[config.mk]
export PLATFORM = sky130hd
export DESIGN_NAME = tmr_match_stat
export DESIGN_NICKNAME = d
export VERILOG_FILES = /design/src/rtl/tmr_pkg.sv /design/src/rtl/tmr_counter.sv /design/src/rtl/tmr_cmp.sv /design/src/rtl/tmr_flags.sv /design/src/rtl/tmr_match_stat.sv
export SDC_FILE = /design/constraint.sdc
export NUM_CORES = 1
export LEC_CHECK = 0
export ABC_CLOCK_PERIOD_IN_PS = 6500
export BUFFER_PORTS_ARGS = -buffer_cell sky130_fd_sc_hd__buf_4
export CORE_UTILIZATION = 30
export DETAILED_ROUTE_END_ITERATION = 6
export PLACE_DENSITY = 0.52
export SYNTH_ARGS = -nofsm -noshare
export SYNTH_HDL_FRONTEND = slang
export SYNTH_HIERARCHICAL = 1
export SYNTH_SLANG_ARGS = --single-unit
export TNS_END_PERCENT = 10
[constraint.sdc]
create_clock -name clk -period 6.5 [get_ports clk]
set_input_delay 1.3 -clock clk [delete_from_list [all_inputs] [get_ports clk]]
set_output_delay 1.3 -clock clk [all_outputs]
set_load 0.02 [all_outputs]
[src/rtl/tmr_pkg.sv]
package tmr_pkg;

    typedef enum logic [1:0] {
        ST_STOP     = 2'd0,
        ST_INTERVAL = 2'd1,
        ST_PULSE    = 2'd2,
        ST_WDOG     = 2'd3
    } chan_state_t;

    localparam int NUM_FLAGS = 4;
    localparam int NUM_CMP   = 3;

    // flag bit positions (software decodes these)
    localparam int FL_INT = 0;
    localparam int FL_PA  = 1;
    localparam int FL_PB  = 2;
    localparam int FL_WD  = 3;

    // comparator slots
    localparam int CMP_A  = 0;
    localparam int CMP_B  = 1;
    localparam int CMP_A2 = 2;

    // register offsets within a channel window
    localparam logic [15:0] OFS_MODE = 16'h0000;
    localparam logic [15:0] OFS_STAT = 16'h0004;
    localparam logic [15:0] OFS_CMPA = 16'h0008;
    localparam logic [15:0] OFS_CMPB = 16'h000C;
    localparam logic [15:0] OFS_CMPW = 16'h0010;
    localparam logic [15:0] OFS_CNT  = 16'h0014;

    localparam logic [15:0] WIN_BASE = 16'hF000;
    localparam logic [15:0] WIN_STEP = 16'h0100;

    function automatic logic [NUM_FLAGS-1:0] impl_mask(input int chan);
        if (chan == 2)
            return 4'b1001;
        else
            return 4'b0111;
    endfunction

endpackage

[src/rtl/tmr_counter.sv]
module tmr_counter #(
    parameter int CNT_W = 32
) (
    input  logic             clk,
    input  logic             rst,
    input  logic             restart,
    input  logic             run,
    input  logic             wrap,
    output logic [CNT_W-1:0] cnt
);

    always_ff @(posedge clk) begin
        if (rst) begin
            cnt <= '0;
        end else if (restart) begin
            cnt <= '0;
        end else if (run) begin
            if (wrap)
                cnt <= '0;
            else
                cnt <= cnt + CNT_W'(1);
        end
    end

endmodule

[src/rtl/tmr_cmp.sv]
module tmr_cmp #(
    parameter int CNT_W = 32,
    parameter int N     = 3
) (
    input  logic [CNT_W-1:0]        cnt,
    input  logic [N-1:0][CNT_W-1:0] refs,
    output logic [N-1:0]            hit
);

    for (genvar g = 0; g < N; g++) begin : g_cmp
        assign hit[g] = (cnt == refs[g]);
    end

endmodule

[src/rtl/tmr_flags.sv]
module tmr_flags #(
    parameter int                 NF   = 4,
    parameter logic [NF-1:0]      IMPL = '1
) (
    input  logic          clk,
    input  logic          rst,
    input  logic [NF-1:0] set_v,
    input  logic          clr_we,
    input  logic [NF-1:0] clr_data,
    output logic [NF-1:0] flags
);

    for (genvar g = 0; g < NF; g++) begin : g_flag
        if (IMPL[g]) begin : g_impl
            logic q;
            always_ff @(posedge clk) begin
                if (rst)
                    q <= 1'b0;
                else if (set_v[g])
                    q <= 1'b1;
                else if (clr_we && !clr_data[g])
                    q <= 1'b0;
            end
            assign flags[g] = q;
        end else begin : g_rsvd
            assign flags[g] = 1'b0;
        end
    end

endmodule

[src/rtl/tmr_match_stat.sv]
module tmr_match_stat
    import tmr_pkg::*;
#(
    parameter int CHAN   = 0,
    parameter int CNT_W  = 32,
    parameter int ADDR_W = 16,
    parameter int DATA_W = 32
) (
    input  logic              clk,
    input  logic              rst,
    input  logic              reg_we,
    input  logic [ADDR_W-1:0] reg_addr,
    input  logic [DATA_W-1:0] reg_wdata,
    output logic [DATA_W-1:0] reg_rdata,
    output logic [3:0]        stat_o,
    output logic              irq_o
);

    localparam logic [NUM_FLAGS-1:0] IMPL = impl_mask(CHAN);
    localparam logic [ADDR_W-1:0] BASE   = ADDR_W'(WIN_BASE + WIN_STEP * 16'(CHAN));
    localparam logic [ADDR_W-1:0] A_MODE = BASE + ADDR_W'(OFS_MODE);
    localparam logic [ADDR_W-1:0] A_STAT = BASE + ADDR_W'(OFS_STAT);
    localparam logic [ADDR_W-1:0] A_CMPA = BASE + ADDR_W'(OFS_CMPA);
    localparam logic [ADDR_W-1:0] A_CMPB = BASE + ADDR_W'(OFS_CMPB);
    localparam logic [ADDR_W-1:0] A_CMPW = BASE + ADDR_W'(OFS_CMPW);
    localparam logic [ADDR_W-1:0] A_CNT  = BASE + ADDR_W'(OFS_CNT);

    // ---------------- address decode ----------------
    logic mode_we, stat_we, cmpa_we, cmpb_we, cmpw_we, sel_stat;

    always_comb begin
        mode_we = reg_we && (reg_addr == A_MODE);
        stat_we = reg_we && (reg_addr == A_STAT);
        cmpa_we = reg_we && (reg_addr == A_CMPA);
        cmpb_we = reg_we && (reg_addr == A_CMPB);
        cmpw_we = reg_we && (reg_addr == A_CMPW);
        sel_stat = (reg_addr == A_STAT);
    end

    // ---------------- compare values ----------------
    logic [CNT_W-1:0] cmp_a, cmp_b, cmp_a2;

    always_ff @(posedge clk) begin
        if (rst) begin
            cmp_a  <= '0;
            cmp_b  <= '0;
            cmp_a2 <= '0;
        end else begin
            if (cmpa_we) cmp_a  <= reg_wdata[CNT_W-1:0];
            if (cmpb_we) cmp_b  <= reg_wdata[CNT_W-1:0];
            if (cmpw_we) cmp_a2 <= reg_wdata[CNT_W-1:0];
        end
    end

    // ---------------- mode state machine ----------------
    chan_state_t state, state_nx;

    always_ff @(posedge clk) begin
        if (rst)
            state <= ST_STOP;
        else
            state <= state_nx;
    end

    always_comb begin
        state_nx = state;
        unique case (state)
            ST_STOP:     if (mode_we) state_nx = chan_state_t'(reg_wdata[1:0]);
            ST_INTERVAL: if (mode_we) state_nx = chan_state_t'(reg_wdata[1:0]);
            ST_PULSE:    if (mode_we) state_nx = chan_state_t'(reg_wdata[1:0]);
            ST_WDOG:     if (mode_we) state_nx = chan_state_t'(reg_wdata[1:0]);
        endcase
    end

    logic run, en_int, en_pls, en_wd;

    always_comb begin
        run    = 1'b0;
        en_int = 1'b0;
        en_pls = 1'b0;
        en_wd  = 1'b0;
        unique case (state)
            ST_STOP:     ;
            ST_INTERVAL: begin run = 1'b1; en_int = 1'b1; end
            ST_PULSE:    begin run = 1'b1; en_pls = 1'b1; end
            ST_WDOG:     begin run = 1'b1; en_wd  = 1'b1; end
        endcase
    end

    // ---------------- counter and comparators ----------------
    logic [CNT_W-1:0]               cnt;
    logic [NUM_CMP-1:0][CNT_W-1:0]  refs;
    logic [NUM_CMP-1:0]             hit;

    assign refs[CMP_A]  = cmp_a;
    assign refs[CMP_B]  = cmp_b;
    assign refs[CMP_A2] = cmp_a2;

    tmr_cmp #(.CNT_W(CNT_W), .N(NUM_CMP)) u_cmp (
        .cnt  (cnt),
        .refs (refs),
        .hit  (hit)
    );

    tmr_counter #(.CNT_W(CNT_W)) u_cnt (
        .clk     (clk),
        .rst     (rst),
        .restart (mode_we),
        .run     (run),
        .wrap    (en_int && hit[CMP_A]),
        .cnt     (cnt)
    );

    // ---------------- flags ----------------
    logic [NUM_FLAGS-1:0] set_v, flags;

    always_comb begin
        set_v         = '0;
        set_v[FL_INT] = en_int && hit[CMP_A];
        set_v[FL_PA]  = en_pls && hit[CMP_A];
        set_v[FL_PB]  = en_pls && hit[CMP_B];
        set_v[FL_WD]  = en_wd  && hit[CMP_A2];
    end

    tmr_flags #(.NF(NUM_FLAGS), .IMPL(IMPL)) u_flags (
        .clk      (clk),
        .rst      (rst),
        .set_v    (set_v),
        .clr_we   (stat_we),
        .clr_data (reg_wdata[NUM_FLAGS-1:0]),
        .flags    (flags)
    );

    // ---------------- read mux and outputs ----------------
    always_comb begin
        reg_rdata = '0;
        if (reg_addr == A_MODE)      reg_rdata = DATA_W'(state);
        else if (sel_stat)           reg_rdata = DATA_W'(flags);
        else if (reg_addr == A_CMPA) reg_rdata = DATA_W'(cmp_a);
        else if (reg_addr == A_CMPB) reg_rdata = DATA_W'(cmp_b);
        else if (reg_addr == A_CMPW) reg_rdata = DATA_W'(cmp_a2);
        else if (reg_addr == A_CNT)  reg_rdata = DATA_W'(cnt);
    end

    assign stat_o = flags;
    assign irq_o  = |flags;

endmodule

Word-level counts from Yosys, hierarchy flattened:

Cells that the tools add are included.

* eq/ne operators: 12
* multiplexer cells: 18
* reductions and logical operators: 22
* add/subtract/negate cells: 1

Operator list (count)
* $mux 32: 7
* $eq 16x16->1 const B: 6
* $eq 32x32->1: 2
* $add 32x1->32 const B: 1
* $logic_and 1x1->1: 11
* $mux 1: 9
* $reduce_bool 2->1: 3
* $reduce_or 3->1: 2
* $eq 2x2->1 const B: 2
* $mux 2: 2
* $reduce_or 4->1: 1
* $logic_not 1->1: 3
* $eq 2x1->1 const B: 1
* $logic_not 2->1: 1
* $ne 2x1->1 const B: 1
* $reduce_or 2->1: 1

* register bits after elaboration: 133
* input port bits: 51
* word-level logic and storage cells: 61
* output and inout port bits: 37

Depth between registers and ports, before layout:

Gate-level depths: netlist of run 1.

* depth after elaboration: 7
* mapped depth: 10
* depth with buffers taken out: 9

Hierarchy:

Netlist of run 1, hierarchy kept.

Modules (own cells, without submodules)
* tmr_match_stat: times used 1, cells each 682, seq. area each 1961.9 um2, area an instance 5280.1 um2
* tmr_counter: times used 1, cells each 185, seq. area each 640.6 um2, area an instance 1549.0 um2
* tmr_cmp: times used 1, cells each 129, seq. area each 0.0 um2, area an instance 1039.7 um2
* tmr_flags: times used 1, cells each 17, seq. area each 60.1 um2, area an instance 172.7 um2

Worst setup path before layout of run 1:

Ideal clock, no wire load.

* path kind: input to output
* start: input port reg_addr[7]
* end: output port reg_rdata[3]
* arrival: 2965 ps
* setup slack: 2235 ps
* stages: 5
* required time: 5200 ps
* buffers on the path: 1
* cells stage by stage: or4b_4 > buf_6 > or4_1 > o32a_1 > a31oi_1

* longest elaborated chain between the ends: 7
* elaborated cells between the ends (all ways): 12
* those cells by class: eq/ne: 6; mux: 6

Ends and longest elaborated chain
* start: declaration: RTL line tmr_match_stat.sv:12 `input logic [ADDR_W-1:0] reg_addr,`
* $eq 16x16->1: RTL line tmr_match_stat.sv:142 `else if (reg_addr == A_CNT) reg_rdata = DATA_W'(cnt);`
* $mux 32: RTL line tmr_match_stat.sv:142
* $mux 32: RTL line tmr_match_stat.sv:141 `else if (reg_addr == A_CMPW) reg_rdata = DATA_W'(cmp_a2);`
* $mux 32: RTL line tmr_match_stat.sv:140 `else if (reg_addr == A_CMPB) reg_rdata = DATA_W'(cmp_b);`
* $mux 32: RTL line tmr_match_stat.sv:139 `else if (reg_addr == A_CMPA) reg_rdata = DATA_W'(cmp_a);`
* $mux 32: RTL line tmr_match_stat.sv:138 `else if (sel_stat) reg_rdata = DATA_W'(flags);`
* $mux 32 *: RTL line tmr_match_stat.sv:137 `if (reg_addr == A_MODE) reg_rdata = DATA_W'(state);`
* end: declaration: RTL line tmr_match_stat.sv:14 `output logic [DATA_W-1:0] reg_rdata,`

Mark *: on every way between the ends. The rest lies on a longest branch, timed or not.

Final worst setup path of run 1:

* start: input port reg_addr[9]
* end: output port reg_rdata[2]

Same word-level chain as after synthesis.

==> results of run 1 <==
-- metrics by stage --
| stage | cells | utilization [%] | instance area, µm² |
|---|---|---|---|
| after floorplan | 968 | - | 7676 |
| after global placement | 1318 | 33.96 | 8528 |
| after detailed placement | 1318 | 33.96 | 8528 |
| after CTS | 1350 | 36.28 | 9110 |
| after global routing | 1350 | 36.28 | 9110 |
| final | 1350 | 36.28 | 9110 |
-- power by group --
group          leakage [nW]  internal (mW)  switching [mW]  total [mW]
registers              1.07          0.815      0.00000499       0.815
clock network         0.282          0.547           0.419       0.966
logic                  2.12         0.0334          0.0708       0.104
total                  3.47           1.40           0.490        1.89
-- layout make-up --
type	instances	area, µm²	area share [%]
flip-flops and latches	133	2663	29.23
clock buffers	18	439.2	4.821
well taps	330	412.9	4.532
multi-input cells	734	4589	50.38
clock inverters	14	142.6	1.566
repair buffers	109	818.3	8.982
inverters	12	45.04	0.4944
-- per-layer routing --
layer | share of wire (%) | vias to the layer above
li1 | - | 3665
met1 | 44 | 3950
met2 | 46 | 368
met3 | 7.0 | 47
met4 | 2.2 | 0
met5 | 0 | -
-- worst min path at each step --
stage | slack (ns) | endpoint | depth (start not counted)
2_1_floorplan | 0.45 | cmp_a2[0]$_SDFFE_PP0P_ | 2
3_3_place_gp | 0.46 | cmp_a2[30]$_SDFFE_PP0P_ | 2
3_5_place_dp | 0.47 | cmp_a2[16]$_SDFFE_PP0P_ | 2
4_1_cts | 0.47 | cmp_a2[30]$_SDFFE_PP0P_ | 2
5_1_grt | 0.49 | cmp_a2[30]$_SDFFE_PP0P_ | 2
6_report | 0.48 | cmp_a2[30]$_SDFFE_PP0P_ | 2
-- worst max-delay path: stages --
cell and delay, ns:
buf_4 0.11, nor4bb_1 0.70, nand3_1 0.76, o32a_1 0.56
a31oi_1 0.19, buf_4 0.18
-- sequential cells by signal, indices dropped and copies added, names as in the netlist --
signal	cells
cmp_a2	32
cmp_a	32
cmp_b	32
u_cnt/cnt	32
u_flags/g_flag.g_impl.q	3
state	2
==> PnR_summary.wiki, run 1 <==
{| class="wikitable"
! Metric !! Value
|-
| Run status || finished, violations left
|-
| Failing checks || DRC
|-
| Routed wire per std cell || 22.93 µm
|-
| Post-Route Hold Slack || 0.4761 ns
|-
| Total congestion overflow after global routing || 0
|-
| RD Place Congestion || 0.8175
|-
| # setup viols final || 0
|-
| Core area || 25110 µm²
|-
| Commonest non-fill, non-tap cells in the layout || 141 x a21oi_1, 137 x nand3_1, 133 x dfxtp_1, 128 x o21ai_0, 109 x buf_4
|-
| Class of the worst hold path || register to register
|-
| Number of diodes added for antenna fixing || 0
|-
| Startpoint type of the worst setup path || input pin
|-
| Setup clock skew after layout || 0.01046 ns
|-
| Number of violations reported at the end of detailed-routing iteration 0 || 834
|-
| Post-route antenna net violation count || 0
|-
| Setup_tns || 0 ns
|-
| Worst setup path class || input pin to primary output
|-
| Total power of the final layout || 1.885 mW
|-
| Via count of the first global-routing pass || 7322
|-
| Gate count after technology mapping || 968
|-
| Max-Cap Viols || 0
|-
| Wire length of the first global-routing pass || 46.64 mm
|-
| PostCTS Resize Cnt || 0
|-
| Launch point of the worst reg-to-reg path || u_cnt/cnt[12]$_SDFFE_PP0P_
|-
| Clock transition at the register clock pins on the worst setup and hold paths after CTS || 0.06 ns
|-
| Worst slew margin relative to its limit || 28.55%
|-
| Worst Setup Slack, final || 1.394 ns
|-
| Initial antenna violation count || 0
|-
| Final Cycle Share || 78.55%
|-
| Global-route layer with the greatest usage || met2
|-
| Total vias in the final route || 8030
|-
| Worst min-delay path startpoint || cmp_a2[30]$_SDFFE_PP0P_
|-
| Reg-to-Reg End || u_cnt/cnt[16]$_SDFFE_PP0P_
|-
| Synthesis-to-finish area growth || 18.68%
|-
| Data arrival at the endpoint of the critical path || 3.81 ns
|-
| Required time at the worst-slack endpoint || 5.20 ns
|-
| Number of cell rows || 58
|-
| Post-Syn Nets || 1023
|-
| Dpl ws || 1.474 ns
|-
| Maximum root-to-sink buffer count || 2
|-
| Detailed-route vias per instance || 5.948
|-
| Met1 capacity usage during global routing || 32.55%
|-
| Met3 Resource Use GR || 3.166%
|-
| Launch point of the critical path || reg_addr[9]
|-
| Post-layout minimum cycle time || 5.106 ns
|-
| Maximum number of pins on one net before global-route repair || 77
|-
| Die H || 162.0 µm
|-
| DIE AREA || 26230 µm²
|-
| WL final || 30.96 mm
|-
| Starting Density || 30.57%
|-
| Summed instance area of the synthesized netlist || 7676 µm²
|-
| Clock sink count || 133
|-
| Number of input and output port buffers inserted || 86
|-
| Maximum fanout count along the critical path || 17
|-
| Most common library cell in the layout ignoring fill and taps || a21oi_1
|-
| Maximum level of the CTS H-tree || 4
|-
| Hold_buf cts || 0
|-
| Setup crit end kind || primary output
|-
| Worst reg2reg path depth || 9
|-
| Power per standard cell area || 207.0 nW/µm²
|-
| Capturing instance or port of the critical path || reg_rdata[2]
|-
| Synth Warn # || 6
|-
| Inserted Clock Buffers || 17
|-
| Buffer type at the clock tree root || clkbuf_16
|-
| Maximum resistive drop on vdd || 173.2 µV
|-
| Slack of the worst reg-to-reg path || 3.17 ns
|-
| Count of final max-slew check failures || 0
|-
| First-pass DRT Iterations || 7
|-
| Fraction of met2 tracks used by global routing || 37.10%
|-
| I/O pin count || 88
|-
| Final number of hold-violating endpoints || 0
|-
| Nets || 1062
|-
| Clock tree from TritonCTS || yes
|-
| Static power due to leakage || 3.474 nW
|-
| Filler Cells Inserted || 2677
|-
| Number of remaining DRC errors || 8
|-
| Setup repair after global routing missed its margin || false
|-
| Number of buffers added for setup after CTS || 0
|-
| GRT Resource Usage Total || 23.44%
|-
| Overall die width || 162.0 µm
|-
| Clk_lat worst skew || 0.43 ns
|-
| Post-Synthesis Mean Instance Area || 7.930 µm²
|-
| Achievable Freq || 195.9 MHz
|-
| Fraction of final layout cells with drive strength greater than 1 || 18.82%
|-
| DP Wirelength || 20.02 mm
|-
| Transition time at the pin with the least slew margin || 1.062 ns
|}
No activity file was read; power rests on OpenSTA's default activity.
==> run 2, diff against run 1 <==
- ABC_CLOCK_PERIOD_IN_PS: 6500 -> 4710
- clock period: 6.5 -> 4.71 ns (I/O delays scaled with it)
==> run 2 against run 1 <==
Clock skew decreased by 0.0045 ns. Combinational power rose by 37%. Hold slack worse by 0.00056 ns. Total power up 47%. Global-route usage decreased by 0.42 points. The run now ends clean. Sequential share of layout area is 0.37 points lower. Via count decreased by 1.7%. Highest routed layer unchanged. Count of clock-buffer cells in the layout stayed put. Wire length shrank 2.7%. Non-clock buffer count is 5 higher. Die area unchanged.
==> PnR_summary.wiki, run 2 (synthesis gave the netlist of run 1 again) <==
{| class="wikitable"
! Metric !! Value
|-
| RD Place Congestion || 0.8555 (+4.6%)
|-
| Wire length of the first global-routing pass || 45.94 mm (-1.5%)
|-
| Via count of the first global-routing pass || 7646 (+4.4%)
|-
| Run status || finished clean
|-
| Hold Path Cell Cnt || 2 (unchanged)
|-
| Class of the worst hold path || register to register
|-
| Setup clock skew after layout || 0.005998 ns (-0.004457 ns)
|-
| Post-layout minimum cycle time || 4.133 ns
|-
| Finished Core Util || 36.75% (+0.46 points)
|-
| Worst setup path class || input pin to primary output
|-
| Total power of the final layout || 2.769 mW (+47%)
|-
| Number of remaining DRC errors || 0 (-8)
|-
| Starting Density || 30.57% (unchanged)
|-
| Footprint of the flip-flops and latches || 2663 µm² (unchanged)
|-
| Worst slew margin relative to its limit || 31.34% (+2.8 points)
|-
| Number of violations reported at the end of detailed-routing iteration 0 || 707 (-15%)
|-
| Total congestion overflow after global routing || 0 (unchanged)
|-
| Data arrival at the endpoint of the critical path || 3.19 ns (-0.62 ns)
|-
| Commonest non-fill, non-tap cells in the layout || 141 x a21oi_1, 137 x nand3_1, 133 x dfxtp_1, 128 x o21ai_0, 113 x buf_4
|-
| Maximum resistive drop on vdd || 219.5 µV (+27%)
|-
| Setup repair after global routing missed its margin || false
|-
| Final Cycle Share || 87.75%
|-
| Max-Cap Viols || 0 (unchanged)
|-
| PostCTS Resize Cnt || 0 (unchanged)
|-
| Fraction of final layout cells with drive strength greater than 1 || 19.02% (+0.20 points)
|-
| Number of buffers added for setup after CTS || 0 (unchanged)
|-
| DIE AREA || 26230 µm² (unchanged)
|-
| DP Wirelength || 20.17 mm (+0.75%)
|-
| Final Non-Filler Cells || 1355 (+0.37%)
|-
| Hold_buf cts || 0 (unchanged)
|-
| Setup crit end kind || primary output
|-
| Clk_lat worst skew || 0.42 ns (about the same)
|-
| Post-route antenna net violation count || 0 (unchanged)
|-
| Inserted Clock Buffers || 17 (unchanged)
|-
| Number of cell rows || 58 (unchanged)
|-
| Maximum level of the CTS H-tree || 4 (unchanged)
|-
| Initial antenna violation count || 0 (unchanged)
|-
| Area of the multi-input gates || 4584 µm² (-0.11%)
|-
| Clock transition at the register clock pins on the worst setup and hold paths after CTS || 0.06 ns (about the same)
|-
| Routed wire per std cell || 22.23 µm (-3.1%)
|-
| Number of diodes added for antenna fixing || 0 (unchanged)
|-
| Cell count after placement || 1323 (+0.38%)
|-
| Die H || 162.0 µm (unchanged)
|-
| GRT Resource Usage Total || 23.01% (-0.42 points)
|-
| I/O pin count || 88 (unchanged)
|-
| Setup_tns || 0 ns (unchanged)
|-
| Power per standard cell area || 300.2 nW/µm² (+45%)
|-
| Buffer type at the clock tree root || clkbuf_16
|-
| Maximum fanout count along the critical path || 37 (+20)
|-
| Core area || 25110 µm² (unchanged)
|-
| Required time at the worst-slack endpoint || 3.77 ns (-1.43 ns)
|-
| Maximum root-to-sink buffer count || 2 (unchanged)
|-
| Achievable Freq || 242.0 MHz
|-
| First-pass DRT Iterations || 5 (-2)
|-
| Most common library cell in the layout ignoring fill and taps || a21oi_1
|-
| Final number of hold-violating endpoints || 0 (unchanged)
|-
| Overall die width || 162.0 µm (unchanged)
|-
| Synthesis-to-finish area growth || 20.20%
|-
| Clock tree from TritonCTS || yes
|-
| Transition time at the pin with the least slew margin || 1.020 ns (-0.04148 ns)
|-
| Startpoint type of the worst setup path || input pin
|-
| Worst reg2reg path depth || 8 (-1)
|-
| Clock sink count || 133 (unchanged)
|-
| Count of final max-slew check failures || 0 (unchanged)
|-
| Filler Cells Inserted || 2673 (-0.15%)
|-
| Maximum number of pins on one net before global-route repair || 60 (-22%)
|-
| Number of input and output port buffers inserted || 86 (unchanged)
|-
| Static power due to leakage || 3.534 nW (+1.7%)
|-
| Total vias in the final route || 7895 (-1.7%)
|-
| Nets || 1067 (+0.47%)
|-
| WL final || 30.12 mm (-2.7%)
|-
| # setup viols final || 0 (unchanged)
|-
| Detailed-route vias per instance || 5.827 (-2.0%)
|}
-- run 2: path summary, 6_finish.rpt --
check	from	endpoint	slack, ns
max reg2reg	u_cnt/cnt[12]$_SDFFE_PP0P_	u_cnt/cnt[6]$_SDFFE_PP0P_	1.57
min reg2reg	cmp_a2[13]$_SDFFE_PP0P_	cmp_a2[13]$_SDFFE_PP0P_	0.48
min	cmp_a2[13]$_SDFFE_PP0P_	cmp_a2[13]$_SDFFE_PP0P_	0.48
max	reg_addr[7]	reg_rdata[7]	0.58
-- run 2: area by class of cell --
class                   count  area share (%)
clock buffers              18           4.651
clock inverters            14           2.427
inverters                  12          0.4882
multi-input cells         734           49.69
flip-flops and latches    133           28.86
well taps                 330           4.475
repair buffers            114           9.411
-- run 2: power by group --
group / total, mW / switching (mW) / internal (mW)
logic: 0.142 / 0.0947 / 0.0477
clock network: 1.50 / 0.555 / 0.947
registers: 1.12 / 0.00000716 / 1.12
total: 2.77 / 0.650 / 2.12
-- run 2: through the flow --
step,setup slack (ns),hold slack [ns],instance area [µm²]
finish,0.5771,0.4755,9226
global route,0.5413,0.4962,9226
CTS,0.6042,0.4759,9226
detailed placement,0.6052,0.4677,8573
global placement,0.5914,0.4629,8573
floorplan,1.161,0.4471,7676
-- run 2: layer usage --
layer	wire, µm	GRT usage (%)
met3	1923	4.137
met1	13550	31.96
met4	903	9.477
met5	0	0
met2	13740	34.86
-- run 2: worst max-delay path, stage by stage --
cell and delay (ns):
buf_4 0.11, or4b_4 0.79, nor4_4 0.28, buf_4 0.39, a2bb2oi_1 0.14, a22oi_1 0.28, buf_4 0.21
==> run 3, diff against run 2 <==
- ABC_CLOCK_PERIOD_IN_PS: 4710 -> 5000
- PLACE_DENSITY: 0.52 -> unset
- PLACE_DENSITY_LB_ADDON: unset -> 0.3
- clock period: 4.71 -> 5 ns (I/O delays scaled with it)
==> run 3 against run 2 <==
Cell count fell by 0.15%. Utilization down 0.38 points. Non-clock buffer count down 2. Largest power group unchanged. Largest cell class unchanged. Setup slack better by 0.14 ns. Highest routed layer unchanged.
==> PnR_summary.wiki, run 3 (synthesis gave the netlist of run 1 again) <==
{| class="wikitable"
! Metric !! Value
|-
| Max-Cap Viols || 0 (unchanged)
|-
| Launch point of the worst reg-to-reg path || u_cnt/cnt[14]$_SDFFE_PP0P_
|-
| Most common library cell in the layout ignoring fill and taps || a21oi_1
|-
| Required time at the worst-slack endpoint || 4.00 ns (+0.23 ns)
|-
| Number of diodes added for antenna fixing || 0 (unchanged)
|-
| Reg-to-Reg End || u_cnt/cnt[26]$_SDFFE_PP0P_
|-
| Final Cycle Share || 85.60%
|-
| Overall die width || 162.0 µm (unchanged)
|-
| Power per standard cell area || 269.2 nW/µm² (-10%)
|-
| Worst slew margin relative to its limit || 16.16% (-15 points)
|-
| WL final || 30.31 mm (+0.65%)
|-
| Core area || 25110 µm² (unchanged)
|-
| Die H || 162.0 µm (unchanged)
|-
| Maximum level of the CTS H-tree || 4 (unchanged)
|-
| Maximum number of pins on one net before global-route repair || 63 (+5.0%)
|-
| Wire length of the first global-routing pass || 45.81 mm (-0.29%)
|-
| Inserted Clock Buffers || 17 (unchanged)
|-
| Hold Path Cell Cnt || 2 (unchanged)
|-
| Worst Hold End || cmp_a2[31]$_SDFFE_PP0P_
|-
| RD Place Congestion || 0.8728 (+2.0%)
|-
| Worst reg2reg path depth || 9 (+1)
|-
| Hold_buf cts || 0 (unchanged)
|-
| Filler Cells Inserted || 2672 (-0.037%)
|-
| Via count of the first global-routing pass || 7596 (-0.65%)
|-
| Number of violations reported at the end of detailed-routing iteration 0 || 1013 (+43%)
|-
| Post-layout minimum cycle time || 4.280 ns
|-
| Number of cell rows || 58 (unchanged)
|-
| Setup crit end kind || primary output
|-
| Total congestion overflow after global routing || 0 (unchanged)
|-
| Nets || 1065 (-0.19%)
|-
| Maximum root-to-sink buffer count || 2 (unchanged)
|-
| Data arrival at the endpoint of the critical path || 3.28 ns (+0.09 ns)
|-
| Clock tree from TritonCTS || yes
|-
| Number of input and output port buffers inserted || 86 (unchanged)
|-
| Transition time at the pin with the least slew margin || 1.246 ns (+0.2256 ns)
|-
| Worst min-delay path startpoint || cmp_a2[31]$_SDFFE_PP0P_
|-
| Static power due to leakage || 3.488 nW (-1.3%)
|-
| Class of the worst hold path || register to register
|-
| Dpl ws || 0.7220 ns (+0.1169 ns)
|-
| Critical-path top delay cell || or4b_4
|-
| Final number of hold-violating endpoints || 0 (unchanged)
|-
| I/O pin count || 88 (unchanged)
|-
| Worst Setup Slack, final || 0.7198 ns (+0.1427 ns)
|-
| Cell count after placement || 1321 (-0.15%)
|-
| # setup viols final || 0 (unchanged)
|-
| Achievable Freq || 233.6 MHz
|-
| Final Non-Filler Cells || 1353 (-0.15%)
|-
| Slack of the worst reg-to-reg path || 2.02 ns (+0.45 ns)
|-
| Family with the most delay on the worst path || simple AND/OR/NAND/NOR gates
|-
| Setup repair after global routing missed its margin || false
|-
| Maximum fanout count along the critical path || 37 (unchanged)
|-
| Peak per-stage delay on the critical path || 0.79 ns (about the same)
|-
| Synthesis-to-finish area growth || 18.96%
|-
| Initial antenna violation count || 0 (unchanged)
|-
| Startpoint type of the worst setup path || input pin
|-
| Count of final max-slew check failures || 0 (unchanged)
|-
| Number of buffers added for setup after CTS || 0 (unchanged)
|-
| Detailed-route vias per instance || 5.950 (+2.1%)
|-
| Setup_tns || 0 ns (unchanged)
|-
| Run status || finished clean
|-
| Worst setup path class || input pin to primary output
|-
| Post-route antenna net violation count || 0 (unchanged)
|-
| Number of remaining DRC errors || 0 (unchanged)
|-
| GRT Resource Usage Total || 23.03% (about the same)
|-
| Total vias in the final route || 8051 (+2.0%)
|-
| Fraction of final layout cells with drive strength greater than 1 || 18.87% (-0.16 points)
|-
| Buffer type at the clock tree root || clkbuf_16
|-
| Routed wire per std cell || 22.40 µm (+0.80%)
|-
| CP dominant cell by count || buf_4
|-
| Maximum resistive drop on vdd || 250.3 µV (+14%)
|-
| DIE AREA || 26230 µm² (unchanged)
|-
| Clock transition at the register clock pins on the worst setup and hold paths after CTS || 0.06 ns (about the same)
|-
| Commonest non-fill, non-tap cells in the layout || 141 x a21oi_1, 137 x nand3_1, 133 x dfxtp_1, 128 x o21ai_0, 112 x buf_4
|-
| PostCTS Resize Cnt || 0 (unchanged)
|-
| Starting Density || 30.57% (unchanged)
|-
| Buffers & Inverters on Critical Path || 3 (unchanged)
|-
| Launch point of the critical path || reg_addr[7]
|-
| Footprint of the flip-flops and latches || 2663 µm² (unchanged)
|-
| First-pass DRT Iterations || 5 (unchanged)
|-
| Cell chain of the critical path || buf_4 > or4b_4 > nor4_4 > buf_4 > a2bb2oi_1 > a22oi_1 > buf_4
|-
| Area of the multi-input gates || 4584 µm² (unchanged)
|-
| Clock sink count || 133 (unchanged)
|-
| DP Wirelength || 19.73 mm (-2.2%)
|-
| Setup clock skew after layout || 0.007775 ns (+0.001777 ns)
|-
| Clk_lat worst skew || 0.42 ns (about the same)
|}
-- run 3: changes by cell type in the layout (fill, tap and decap cells not counted), sizes merged --
cell and change:
inv -2, clkinvlp +2, buf -2, clkbuf +2
bufinv -3, clkinv +1
-- run 3: area by class of cell --
| type | instances | share of cell area, % |
|---|---|---|
| clock buffer | 20 | 5.001 |
| inverter | 12 | 0.4933 |
| timing repair buffer | 112 | 9.208 |
| tap | 330 | 4.522 |
| sequential | 133 | 29.16 |
| clock inverter | 12 | 1.411 |
| multi-input combinational | 734 | 50.21 |
-- run 3: where the power goes --
part	internal, mW	leakage (nW)	switching (mW)
Combinational	0.0448	2.13	0.0920
Sequential	1.06	1.07	0.00000631
Clock	0.760	0.282	0.503
-- run 3: how the worst max path moves through the flow --
stage / to / cells past startpoint
floorplan: reg_rdata[3] / 5
global placement: reg_rdata[5] / 7
detailed placement: reg_rdata[5] / 7
CTS: reg_rdata[5] / 7
global route: reg_rdata[5] / 7
finish: reg_rdata[5] / 7
-- run 3: worst register-to-register path, delay by kind of cell (launching register included) --
family          cells  cell delay [ns]
xor+xnor            1             0.12
buf+inv             1             0.32
flops               1             0.54
compound gates      2             0.41
simple gates        5             1.48
-- run 3: through the flow --
stage | utilization (%) | hold WS, ns | area (µm²) | power, mW
6_report | 36.37 | 0.4766 | 9131 | 2.459
5_1_grt | 36.37 | 0.4945 | 9131 | 2.525
4_1_cts | 36.37 | 0.4759 | 9131 | 2.464
3_5_place_dp | 34.03 | 0.4676 | 8546 | 1.217
3_3_place_gp | 34.03 | 0.4629 | 8546 | 1.217
2_1_floorplan | - | 0.4471 | 7676 | 1.142
-- run 3: routing by layer --
metal | vias up | share of wire, % | GRT usage (%) | wire length (µm)
met5 | - | 0 | 0 | 0
met4 | 0 | 3.9 | 11.58 | 1190
met3 | 67 | 7.8 | 3.524 | 2359
met2 | 427 | 46 | 36.32 | 14020
met1 | 3881 | 42 | 30.42 | 12750
li1 | 3676 | - | - | -
